--- config.mk ---
export PLATFORM = sky130hd
export DESIGN_NAME = dual_edge_pwm
export DESIGN_NICKNAME = d
export VERILOG_FILES = /design/src/rtl/dual_edge_pwm_pkg.sv /design/src/rtl/dual_edge_pwm_regs.sv /design/src/rtl/dual_edge_pwm_timer.sv /design/src/rtl/dual_edge_pwm_chan.sv /design/src/rtl/dual_edge_pwm.sv
export SDC_FILE = /design/constraint.sdc
export NUM_CORES = 1
export LEC_CHECK = 0
export CORE_UTILIZATION = 63
export DETAILED_ROUTE_END_ITERATION = 10
export GPL_TIMING_DRIVEN = 0
export PLACE_DENSITY = 0.81
export SETUP_SLACK_MARGIN = 0.2
export SLEW_MARGIN = 20
export SYNTH_ARGS = -nofsm -noshare
export SYNTH_HDL_FRONTEND = slang
export SYNTH_SLANG_ARGS = --single-unit
--- constraint.sdc ---
create_clock -name clk -period 7.7 [get_ports clk]
set_input_delay 1.925 -clock clk [delete_from_list [all_inputs] [get_ports clk]]
set_output_delay 1.925 -clock clk [all_outputs]
set_load 0.02 [all_outputs]
--- src/rtl/dual_edge_pwm_pkg.sv ---
package dual_edge_pwm_pkg;

    localparam int DIVW     = 4;   // width of each prescaler setting
    localparam int CNTW     = 8;   // width of period, rise and fall
    localparam int NUM_PROF = 3;   // profiles M, N, O
    localparam int REG_W    = 32;

    // control register bit positions
    localparam int RUN_BIT    = 0;
    localparam int TSEL1_BASE = 4;
    localparam int EN_BASE    = 8;
    localparam int TSEL0_BASE = 12;

    // register addresses
    localparam int ADDR_CTRL   = 0;
    localparam int ADDR_CLK_MN = 1;
    localparam int ADDR_CLK_O  = 2;
    localparam int ADDR_DUTY0  = 3;

    typedef struct packed {
        logic [CNTW-1:0] per;
        logic [DIVW-1:0] hdiv;
        logic [DIVW-1:0] ldiv;
    } prof_cfg_t;

    typedef struct packed {
        logic [CNTW-1:0] fall;
        logic [CNTW-1:0] rise;
    } edge_cfg_t;

    function automatic logic [1:0] prof_of_tsel(input logic [1:0] tsel);
        case (tsel)
            2'd0:    return 2'd0;
            2'd1:    return 2'd1;
            default: return 2'd2;
        endcase
    endfunction

endpackage

--- src/rtl/dual_edge_pwm_regs.sv ---
module dual_edge_pwm_regs
    import dual_edge_pwm_pkg::*;
#(
    parameter int NUM_OUT = 4,
    parameter int ADDR_W  = 3
) (
    input  logic                              clk,
    input  logic                              rst_n,
    input  logic                              wr_en,
    input  logic [ADDR_W-1:0]                 wr_addr,
    input  logic [REG_W-1:0]                  wr_data,
    output logic                              run,
    output logic [NUM_OUT-1:0]                en,
    output logic [NUM_OUT-1:0][1:0]           tsel,
    output prof_cfg_t [NUM_PROF-1:0]          prof,
    output edge_cfg_t [NUM_OUT-1:0]           edges
);

    localparam int NUM_PAIR = NUM_OUT / 2;

    typedef struct packed {
        logic                              run;
        logic [NUM_OUT-1:0]                en;
        logic [NUM_OUT-1:0]                ts0;
        logic [NUM_OUT-1:0]                ts1;
        prof_cfg_t                         clk_m;
        prof_cfg_t                         clk_n;
        prof_cfg_t                         clk_o;
        logic [NUM_PAIR-1:0][REG_W-1:0]    duty;
    } regs_t;

    regs_t r_d, r_q;

    always_comb begin
        r_d = r_q;
        if (wr_en) begin
            if (wr_addr == ADDR_W'(ADDR_CTRL)) begin
                r_d.run = wr_data[RUN_BIT];
                r_d.en  = wr_data[EN_BASE    +: NUM_OUT];
                r_d.ts0 = wr_data[TSEL0_BASE +: NUM_OUT];
                r_d.ts1 = wr_data[TSEL1_BASE +: NUM_OUT];
            end
            if (wr_addr == ADDR_W'(ADDR_CLK_MN)) begin
                r_d.clk_m = wr_data[15:0];
                r_d.clk_n = wr_data[31:16];
            end
            if (wr_addr == ADDR_W'(ADDR_CLK_O)) begin
                r_d.clk_o = wr_data[15:0];
            end
            for (int k = 0; k < NUM_PAIR; k++) begin
                if (wr_addr == ADDR_W'(ADDR_DUTY0 + k)) begin
                    r_d.duty[k] = wr_data;
                end
            end
        end
    end

    always_ff @(posedge clk or negedge rst_n) begin
        if (!rst_n) r_q <= '0;
        else        r_q <= r_d;
    end

    assign run     = r_q.run;
    assign en      = r_q.en;
    assign prof[0] = r_q.clk_m;
    assign prof[1] = r_q.clk_n;
    assign prof[2] = r_q.clk_o;

    for (genvar i = 0; i < NUM_OUT; i++) begin : g_out
        assign tsel[i] = {r_q.ts1[i], r_q.ts0[i]};
        if (i % 2 == 0) begin : g_lo
            assign edges[i] = r_q.duty[i/2][15:0];
        end else begin : g_hi
            assign edges[i] = r_q.duty[i/2][31:16];
        end
    end

endmodule

--- src/rtl/dual_edge_pwm_timer.sv ---
module dual_edge_pwm_timer
    import dual_edge_pwm_pkg::*;
(
    input  logic            clk,
    input  logic            rst_n,
    input  logic            run,
    input  prof_cfg_t       cfg,
    output logic            step,
    output logic            wrap,
    output logic [CNTW-1:0] cnt_nxt,
    output logic [CNTW-1:0] cnt,
    output logic [CNTW-1:0] per
);

    localparam int LCW = DIVW + 1;          // holds 2*ldiv-1
    localparam int HCW = (1 << DIVW) - 1;   // holds 2^hdiv-1

    typedef struct packed {
        logic [LCW-1:0]  lo_cnt;
        logic [HCW-1:0]  hi_cnt;
        logic [CNTW-1:0] cnt;
        prof_cfg_t       sh;
    } tmr_t;

    tmr_t s_d, s_q;
    logic [LCW-1:0] lo_lim;
    logic [HCW-1:0] hi_lim;

    always_comb begin
        lo_lim = (s_q.sh.ldiv == '0) ? '0 : LCW'({s_q.sh.ldiv, 1'b0} - 1'b1);
        hi_lim = HCW'((32'd1 << s_q.sh.hdiv) - 32'd1);
        s_d    = s_q;
        step   = 1'b0;
        wrap   = 1'b0;
        if (run) begin
            if (s_q.lo_cnt == lo_lim) begin
                s_d.lo_cnt = '0;
                if (s_q.hi_cnt == hi_lim) begin
                    s_d.hi_cnt = '0;
                    step       = 1'b1;
                end else begin
                    s_d.hi_cnt = s_q.hi_cnt + 1'b1;
                end
            end else begin
                s_d.lo_cnt = s_q.lo_cnt + 1'b1;
            end
        end
        if (step) begin
            if (s_q.cnt == s_q.sh.per) begin
                s_d.cnt = '0;
                s_d.sh  = cfg;
                wrap    = 1'b1;
            end else begin
                s_d.cnt = s_q.cnt + 1'b1;
            end
        end
    end

    always_ff @(posedge clk or negedge rst_n) begin
        if (!rst_n) s_q <= '0;
        else        s_q <= s_d;
    end

    assign cnt_nxt = s_d.cnt;
    assign cnt     = s_q.cnt;
    assign per     = s_q.sh.per;

endmodule

--- src/rtl/dual_edge_pwm_chan.sv ---
module dual_edge_pwm_chan
    import dual_edge_pwm_pkg::*;
(
    input  logic                            clk,
    input  logic                            rst_n,
    input  logic                            en,
    input  logic [1:0]                      tsel,
    input  edge_cfg_t                       edges,
    input  logic [NUM_PROF-1:0]             step,
    input  logic [NUM_PROF-1:0]             wrap,
    input  logic [NUM_PROF-1:0][CNTW-1:0]   cnt_nxt,
    output logic                            pwm
);

    typedef struct packed {
        logic [1:0] sel;
        edge_cfg_t  sh;
        logic       level;
    } chan_t;

    chan_t c_d, c_q;
    logic [CNTW-1:0] nc;

    always_comb begin
        c_d = c_q;
        nc  = cnt_nxt[c_q.sel];
        if (step[c_q.sel]) begin
            if (wrap[c_q.sel]) begin
                c_d.sh  = edges;
                c_d.sel = prof_of_tsel(tsel);
            end
            if (nc == c_d.sh.rise) begin
                c_d.level = 1'b1;
            end else if (nc == c_d.sh.fall) begin
                c_d.level = 1'b0;
            end
        end
    end

    always_ff @(posedge clk or negedge rst_n) begin
        if (!rst_n) c_q <= '0;
        else        c_q <= c_d;
    end

    assign pwm = en & c_q.level;

endmodule

--- src/rtl/dual_edge_pwm.sv ---
module dual_edge_pwm
    import dual_edge_pwm_pkg::*;
#(
    parameter int NUM_OUT = 4,
    parameter int ADDR_W  = 3
) (
    input  logic               clk,
    input  logic               rst_n,
    input  logic               wr_en,
    input  logic [ADDR_W-1:0]  wr_addr,
    input  logic [REG_W-1:0]   wr_data,
    output logic [NUM_OUT-1:0] pwm_o
);

    logic                            run_w;
    logic [NUM_OUT-1:0]              en_w;
    logic [NUM_OUT-1:0][1:0]         tsel_w;
    prof_cfg_t [NUM_PROF-1:0]        prof_w;
    edge_cfg_t [NUM_OUT-1:0]         edges_w;
    logic [NUM_PROF-1:0]             step_w;
    logic [NUM_PROF-1:0]             wrap_w;
    logic [NUM_PROF-1:0][CNTW-1:0]   nxt_w;
    logic [NUM_PROF-1:0][CNTW-1:0]   prof_cnt;
    logic [NUM_PROF-1:0][CNTW-1:0]   prof_per;

    dual_edge_pwm_regs #(
        .NUM_OUT (NUM_OUT),
        .ADDR_W  (ADDR_W)
    ) u_regs (
        .clk     (clk),
        .rst_n   (rst_n),
        .wr_en   (wr_en),
        .wr_addr (wr_addr),
        .wr_data (wr_data),
        .run     (run_w),
        .en      (en_w),
        .tsel    (tsel_w),
        .prof    (prof_w),
        .edges   (edges_w)
    );

    for (genvar p = 0; p < NUM_PROF; p++) begin : g_prof
        dual_edge_pwm_timer u_tmr (
            .clk     (clk),
            .rst_n   (rst_n),
            .run     (run_w),
            .cfg     (prof_w[p]),
            .step    (step_w[p]),
            .wrap    (wrap_w[p]),
            .cnt_nxt (nxt_w[p]),
            .cnt     (prof_cnt[p]),
            .per     (prof_per[p])
        );
    end

    for (genvar i = 0; i < NUM_OUT; i++) begin : g_chan
        dual_edge_pwm_chan u_chan (
            .clk     (clk),
            .rst_n   (rst_n),
            .en      (en_w[i]),
            .tsel    (tsel_w[i]),
            .edges   (edges_w[i]),
            .step    (step_w),
            .wrap    (wrap_w),
            .cnt_nxt (nxt_w),
            .pwm     (pwm_o[i])
        );
    end

endmodule

==> results by group, run 1 <==
Outcome
  – Status: finished, final reports clean

Timing
  – Slew @ Worst Pin: 0.984 ns
  – Max-slew violation count: 0
  – Fin crit share: 80.0%
  – Setup Viol. Count Final: 0
  – Slew HR: 32.5%
  – Setup TNS: 0 ns
  – Layout Skew: 0.0374 ns
  – Hold Violations, Final: 0
  – Final worst slack: 1.54 ns
  – Minimum clock period: 6.16 ns
  – Peak Freq: 0.162 GHz
  – WHS: 0.485 ns
  – RSZ-0062 raised after global routing: false

Power and ir drop
  – Total Power: 6.22 mW
  – Pleak: 8.55 nW
  – Cell Pwr Density: 321 nW/µm²
  – Maximum vdd ir drop: 248 µV

Route
  – Routed Antenna Nets: 0
  – Starting DRT DRC Count: 1140
  – Vias/cell: about 6.3
  – Total wire length: 43.5 mm
  – Vias: 13100
  – Avg WL per Cell: 21.0 µm
  – First-pass DRT Iterations: 6
  – DR DRC count: 0

CTS
  – CTS resizes: 0
  – Hold buffer count at CTS: 0
  – # clock sinks: 333
  – Total setup buffers inserted after CTS: 0
  – CTS buffer count: 36
  – CTS tree: yes
  – Clk Latency, worst-skew pair: around 0.53 ns
  – Root Buffer: clkbuf_16
  – Clock transition at path regs: 0.06 ns
  – Clock Path Buffers: 3
  – CTS H-tree lvls: 2

Placed design
  – Routability cong.: slightly below 1
  – Place WS: 1.73 ns
  – Dpl cells: 2011
  – Post-DP HPWL: 31.1 mm
  – Port Buf Inserts: 41
  – Placed Area: between 15000 and 20000 µm²

Synthesis
  – Sequential-to-total area share from yosys stat: between 40% and 50%
  – Yosys reg bits: around 330
  – Top FF cell, synth: dfrtp_1
  – Synth Cell Area: between 15000 and 20000 µm²
  – Synthesis Warnings: 0
  – Synthesized instance count: 1626
  – Async set-reset flop share out of synthesis: 100%
  – Synth Net Count: 1676
  – Synth cell types: 83
  – Post-synth EDFFs: 0
  – Synth Area per Inst: roughly 11 µm²

Floorplanning
  – Initial Util: roughly 64%
  – Chip Height: 168 µm
  – Die width: 168 µm
  – Die area: roughly 28000 µm²
  – Core Area: around 27000 µm²
  – Site row count: 60
  – Io pins: 42

Worst setup path
  – CP max FO: 10
  – Crit end category: flop
  – Worst EP arrival: 6.58 ns
  – CP startpoint kind: flop
  – Required @ worst endpoint: 8.12 ns
  – Critical path type: reg2reg

Finish
  – Area Growth Syn to Fin: 11.6%
  – Share of layout cells above drive strength 1: 18.4%
  – Final instance area: just under 20000 µm²
  – Nets: between 1500 and 2000
  – Final Non-Filler Cells: roughly 2100
  – Final core occ: 71.8%
  – Number of fill cells: approximately 1900
  – Antenna diode count: 0

Global route
  – Gr usage total: 32.0%
  – Initial antenna violation count: 0
  – Largest net degree at the start of global routing: 93
  – First-pass GRT wire length: 70.7 mm
  – Global route overflow: 0
  – Vias in the first global route: 13000

Worst hold path
  – Hold Path Class: reg2reg

Flow run
  – Max_cap viols: 0
state kept, by name, summed over array words and instances (netlist names):
register           flops
g_prof.u_tmr.s_q      84
g_chan.u_chan.c_q     76
u_regs.edges          64
u_regs.prof           48
g_prof.u_tmr.cnt      24
g_prof.u_tmr.per      24
u_regs.tsel            8
u_regs.en              4
u_regs.run             1
synthesized netlist by cell type, types with 6 or more instances:
master | number | share of area (%)
a21o_1 | 6 | 0.26
buf_1 | 8 | 0.17
dfrtp_1 | 333 | 48
o22ai_1 | 9 | 0.32
nand2b_1 | 25 | 0.90
nor4b_1 | 6 | 0.30
nand3_1 | 42 | 1.2
ha_1 | 12 | 0.86
o211ai_1 | 16 | 0.69
nor4_1 | 12 | 0.43
and2_1 | 11 | 0.40
a21oi_1 | 48 | 1.4
clkbuf_1 | 62 | 1.3
nor3b_1 | 8 | 0.35
o21ai_0 | 85 | 2.4
inv_1 | 40 | 0.86
xor2_1 | 62 | 3.1
nand2_1 | 105 | 2.3
o31ai_1 | 11 | 0.47
xnor2_1 | 72 | 3.6
a31oi_1 | 12 | 0.43
o221ai_1 | 8 | 0.40
buf_2 | 8 | 0.23
mux2_2 | 235 | 15
nor2b_1 | 22 | 0.79
nand4_1 | 24 | 0.86
nor3_1 | 34 | 0.98
o2bb2ai_1 | 12 | 0.60
and3_1 | 28 | 1.0
o21a_1 | 7 | 0.30
or3_1 | 18 | 0.65
nor2_1 | 114 | 2.5
or4_1 | 10 | 0.43
a211oi_1 | 15 | 0.65
layout by cell type, fill, tap and decap left out, types with 6 or more instances in the layout:
| cell type | instances |
|---|---|
| a211oi_1 | 15 |
| a21o_1 | 6 |
| a21oi_1 | 48 |
| a31oi_1 | 12 |
| and2_1 | 11 |
| and3_1 | 28 |
| buf_1 | 8 |
| buf_2 | 8 |
| clkbuf_1 | 72 |
| clkbuf_16 | 36 |
| clkdlybuf4s50_1 | 40 |
| dfrtp_1 | 333 |
| ha_1 | 12 |
| inv_1 | 40 |
| mux2_2 | 235 |
| nand2_1 | 105 |
| nand2b_1 | 25 |
| nand3_1 | 42 |
| nand4_1 | 24 |
| nor2_1 | 114 |
| nor2b_1 | 22 |
| nor3_1 | 34 |
| nor3b_1 | 7 |
| nor4_1 | 12 |
| nor4b_1 | 6 |
| o211ai_1 | 16 |
| o21a_1 | 7 |
| o21ai_0 | 85 |
| o221ai_1 | 8 |
| o22ai_1 | 9 |
| o2bb2ai_1 | 12 |
| o31ai_1 | 11 |
| or3_1 | 18 |
| or4_1 | 10 |
| xnor2_1 | 72 |
| xor2_1 | 62 |
final timing paths:
| check | start | to | slack (ns) | depth (start not counted) |
|---|---|---|---|---|
| min in group asynchronous | rst_n | g_prof[2].u_tmr.s_q[34] | 1.35 | 1 |
| worst max register to register | g_prof[2].u_tmr.s_q[6] | g_chan[2].u_chan.c_q[0] | 1.54 | 19 |
| worst min register to register | u_regs.prof[31] | g_prof[1].u_tmr.per[7] | 0.48 | 1 |
| max in group asynchronous | rst_n | g_prof[1].u_tmr.s_q[1] | 5.09 | 3 |
| worst min-delay path | u_regs.prof[31] | g_prof[1].u_tmr.per[7] | 0.48 | 1 |
| worst max-delay path | g_prof[2].u_tmr.s_q[6] | g_chan[2].u_chan.c_q[0] | 1.54 | 19 |
critical path: stages (launching register included):
cell	delay, ns
dfrtp_1	0.42
buf_2	0.24
clkbuf_1	0.41
nor3_1	0.14
nand2b_1	0.10
ha_1	0.17
clkbuf_1	0.33
xor2_1	0.35
xnor2_1	0.16
o2111ai_1	0.14
nor4_1	0.53
clkbuf_1	0.41
and3_1	0.24
clkbuf_1	0.30
mux2i_1	0.63
o221ai_1	0.36
xor2_1	0.23
or4_1	0.41
o41ai_1	0.25
a21bo_1	0.24
final cells by class:
class	count	area, µm²	share of cell area (%)
Multi-Input combinational cell	1168	8570	44.1
Sequential cell	333	8330	42.9
Clock buffer	50	993	5.12
Timing Repair Buffer	44	498	2.57
Tap cell	341	427	2.20
Buffer	83	344	1.77
Inverter	42	158	0.812
Clock inverter	8	87.6	0.451
logic make-up (layout without fill, tap and decap cells):
group	Yosys count	after routing	synth area share [%]
AND/OR/NAND/NOR	491	491	14.7
flip-flops	333	333	47.9
AO/OA/AOI/OAI	291	291	11.4
multiplexers	240	240	15.5
XOR/XNOR	134	134	6.75
buffers and inverters	125	227	2.88
adder cells (fa/ha/maj)	12	12	0.863
report_power, final:
group	switching [mW]	leakage, nW	internal (mW)
registers	0.291	4.30	2.15
clock network	0.677	0.518	0.932
logic	1.23	3.73	0.941
total	2.20	8.55	4.02
routing by layer:
metal,GRT usage (%),part of all wire [%],vias to the layer above
li1,-,-,6035
met2,52.3,48,445
met4,11.1,3.9,0
met5,0,0,-
met1,43.9,43,6481
met3,4.77,6.0,122
(Power assumes the default switching activity.)
==> inputs of run 2 (changes only) <==
--- a/config.mk
+++ b/config.mk
@@ -5,10 +5,10 @@
 export SDC_FILE = /design/constraint.sdc
 export NUM_CORES = 1
 export LEC_CHECK = 0
-export CORE_UTILIZATION = 63
+export CORE_UTILIZATION = 57
 export DETAILED_ROUTE_END_ITERATION = 10
 export GPL_TIMING_DRIVEN = 0
-export PLACE_DENSITY = 0.81
+export PLACE_DENSITY = 0.77
 export SETUP_SLACK_MARGIN = 0.2
 export SLEW_MARGIN = 20
 export SYNTH_ARGS = -nofsm -noshare
==> constraint.sdc (replaced) <==
create_clock -name clk -period 5.1 [get_ports clk]
set_input_delay 1.275 -clock clk [delete_from_list [all_inputs] [get_ports clk]]
set_output_delay 1.275 -clock clk [all_outputs]
set_load 0.02 [all_outputs]
==> run 2 against run 1 <==
Effect of this change: highest routed layer unchanged; maximum frequency rose by 25%; global-route usage fell by 2.3 points; largest cell class unchanged; largest power group is now combinational logic; clock power rose by 64%; critical endpoint unchanged; die area rose by 10%; clock-buffer cell count rose by 1.
==> results by group, run 2 (synthesized netlist as in run 1, its figures left out) <==
Finish
  – Share of layout cells above drive strength 1: 25.0%
  – Antenna diode count: 0
  – Most frequent cells in the layout: 330 x dfrtp_1, 235 x mux2_2, 112 x nor2_1
  – Max reg flops: between 80 and 90
  – Nets: approximately 1800
  – Final Non-Filler Cells: 2157
  – Commonest non-fill, non-tap cell in the layout: dfrtp_1
  – Largest Register: g_prof.u_tmr.s_q
  – Area Growth Syn to Fin: 17.3%

Timing
  – RSZ-0062 raised after global routing: true
  – Slew HR: 33.3%
  – Slew @ Worst Pin: 0.996 ns
  – Peak Freq: 0.203 GHz
  – Fin crit share: between 90% and 100%
  – Minimum clock period: 4.92 ns
  – Final worst slack: 0.180 ns
  – Setup Viol. Count Final: 0
  – Max-slew violation count: 0
  – Setup TNS: 0 ns
  – Hold Violations, Final: 0
  – Layout Skew: 0.0298 ns
  – WHS: 0.488 ns

Worst setup path
  – Required @ worst endpoint: approximately 5.5 ns
  – CP startpoint kind: flop
  – CP dominant cell by count: buf_6
  – Crit end category: flop
  – Max stage delay cell, worst path: or4_4
  – Critical path type: reg2reg
  – CP max FO: 10
  – Largest stage delay, worst path: 0.57 ns
  – Worst EP arrival: 5.35 ns
  – Crit path cell chain: or4_4 > ha_2 > buf_6 > xnor2_2 > xnor2_1 > a31oi_1 > nand4b_1 > or4_4 > buf_6 > buf_6 > o31ai_1 > o31a_1 > o211ai_1 > xor2_1 > or4_1 > o41ai_2 > a21bo_1

Power and ir drop
  – Switching Share: between 30% and 40%
  – Sequential fraction of design power: 36.7%
  – Cell Pwr Density: 493 nW/µm²
  – Clk pwr share: 26.2%
  – Pleak: 8.94 nW
  – Maximum vdd ir drop: ~340 µV
  – Switch Pwr: 3.60 mW
  – Internal power: 6.46 mW
  – Logic pwr share: 37.1%
  – Total Power: 10.1 mW

Floorplanning
  – Io pins: between 40 and 50
  – Die width: 177 µm
  – Initial Util: 58.4%
  – Die area: 31200 µm²
  – Site row count: 63
  – Core Area: 29800 µm²
  – Chip Height: 177 µm

Global route
  – Largest net degree at the start of global routing: 106
  – Global route overflow: 0
  – First-pass GRT wire length: between 70 and 80 mm
  – Gr usage total: 29.7%
  – Vias in the first global route: between 10000 and 15000
  – Initial antenna violation count: 0

CTS
  – Root Buffer: clkbuf_16
  – CTS buffer count: 38
  – # clock sinks: 333
  – Clk Latency, worst-skew pair: 0.54 ns
  – CTS tree: yes
  – CTS H-tree lvls: 2
  – Hold buffer count at CTS: 0
  – Clock Path Buffers: 3
  – Clock transition at path regs: 0.06 ns

Route
  – Total wire length: 45.6 mm
  – Vias/cell: 6.24
  – Avg WL per Cell: between 20 and 25 µm
  – DR DRC count: 0
  – Starting DRT DRC Count: 1171
  – Routed Antenna Nets: 0
  – First-pass DRT Iterations: 8
  – Vias: 13500

Placed design
  – Port Buf Inserts: 41
  – Place WS: -0.954 ns
  – Post-DP HPWL: about 31 mm
  – Routability cong.: 0.944
  – Dpl cells: a little over 2000

Flow run
  – Max_cap viols: 0

Outcome
  – Status: finished, final reports clean

Worst hold path
  – Hold Path Class: reg2reg
==> run 2: cell count changes in the layout (fill, tap and decap cells not counted), sizes merged <==
cell	delta
buf	+42
clkbuf	-9
clkinv	+5
clkinvlp	-2
inv	+2
bufinv	+1
==> run 2: through the flow <==
step / util [%] / cell area [µm²]
finish: 68.5 / 20400
detailed placement: 61.7 / 18400
global route: 68.5 / 20400
CTS: 67.3 / 20000
floorplan: - / 17400
global placement: 61.4 / 18300
==> run 2: final timing paths <==
path / slack, ns / startpoint / depth (start not counted) / to
hold / removal: 0.49 / u_regs.prof[4] / 2 / g_prof[0].u_tmr.s_q[4]
hold reg to reg: 0.49 / u_regs.prof[4] / 2 / g_prof[0].u_tmr.s_q[4]
max in group asynchronous: 3.20 / rst_n / 3 / g_chan[3].u_chan.c_q[13]
min in group asynchronous: 0.65 / rst_n / 1 / g_prof[2].u_tmr.s_q[34]
setup reg to reg: 0.18 / g_prof[1].u_tmr.s_q[4] / 17 / g_chan[2].u_chan.c_q[0]
setup / recovery: 0.18 / g_prof[1].u_tmr.s_q[4] / 17 / g_chan[2].u_chan.c_q[0]
==> run 2: per-layer routing <==
metal	up-vias	GRT usage, %	wire, µm	part of all wire, %
li1	6080	-	-	-
met1	6741	39.6	18900	42
met2	499	48.1	21700	48
met3	132	4.62	2960	6.5
met4	0	13.2	1970	4.3
met5	-	0	0	0
==> run 2: area by class of cell <==
cell class,count,area [µm²]
fill,2135,9400
clock inverter,14,160
clock buffer,51,1050
tap,390,488
timing repair buffer,76,767
buffer,83,434
sequential,333,8340
multi-input combinational,1168,9000
inverter,42,158
==> run 2: timing repair <==
action                     CTS  global route
resized for setup           71            78
setup buffers               16            15
pin swaps                    9            23
hold endpoints to repair     0             0
setup endpoints to repair   37             4
==> run 2: power groups by stage <==
stage | logic [mW] | registers (mW) | clock network, mW
finish | 3.73 | 3.69 | 2.64
global route | 4.05 | 3.76 | 2.78
CTS | 3.41 | 3.68 | 2.69
detailed placement | 3.21 | 3.71 | 0
global placement | 3.11 | 3.68 | 0
floorplan | 2.50 | 3.56 | 0
==> run 2: worst max-delay path, delay by kind of cell, from the launching register on <==
kind | cells | cell delay [ns]
AOI/OAI and AO/OA | 6 | 1.47
adders and majority gates | 1 | 0.20
and+or+nand+nor | 4 | 1.79
DFF | 1 | 0.42
xor gates and xnor gates | 3 | 0.49
buffers and inverters | 3 | 0.46
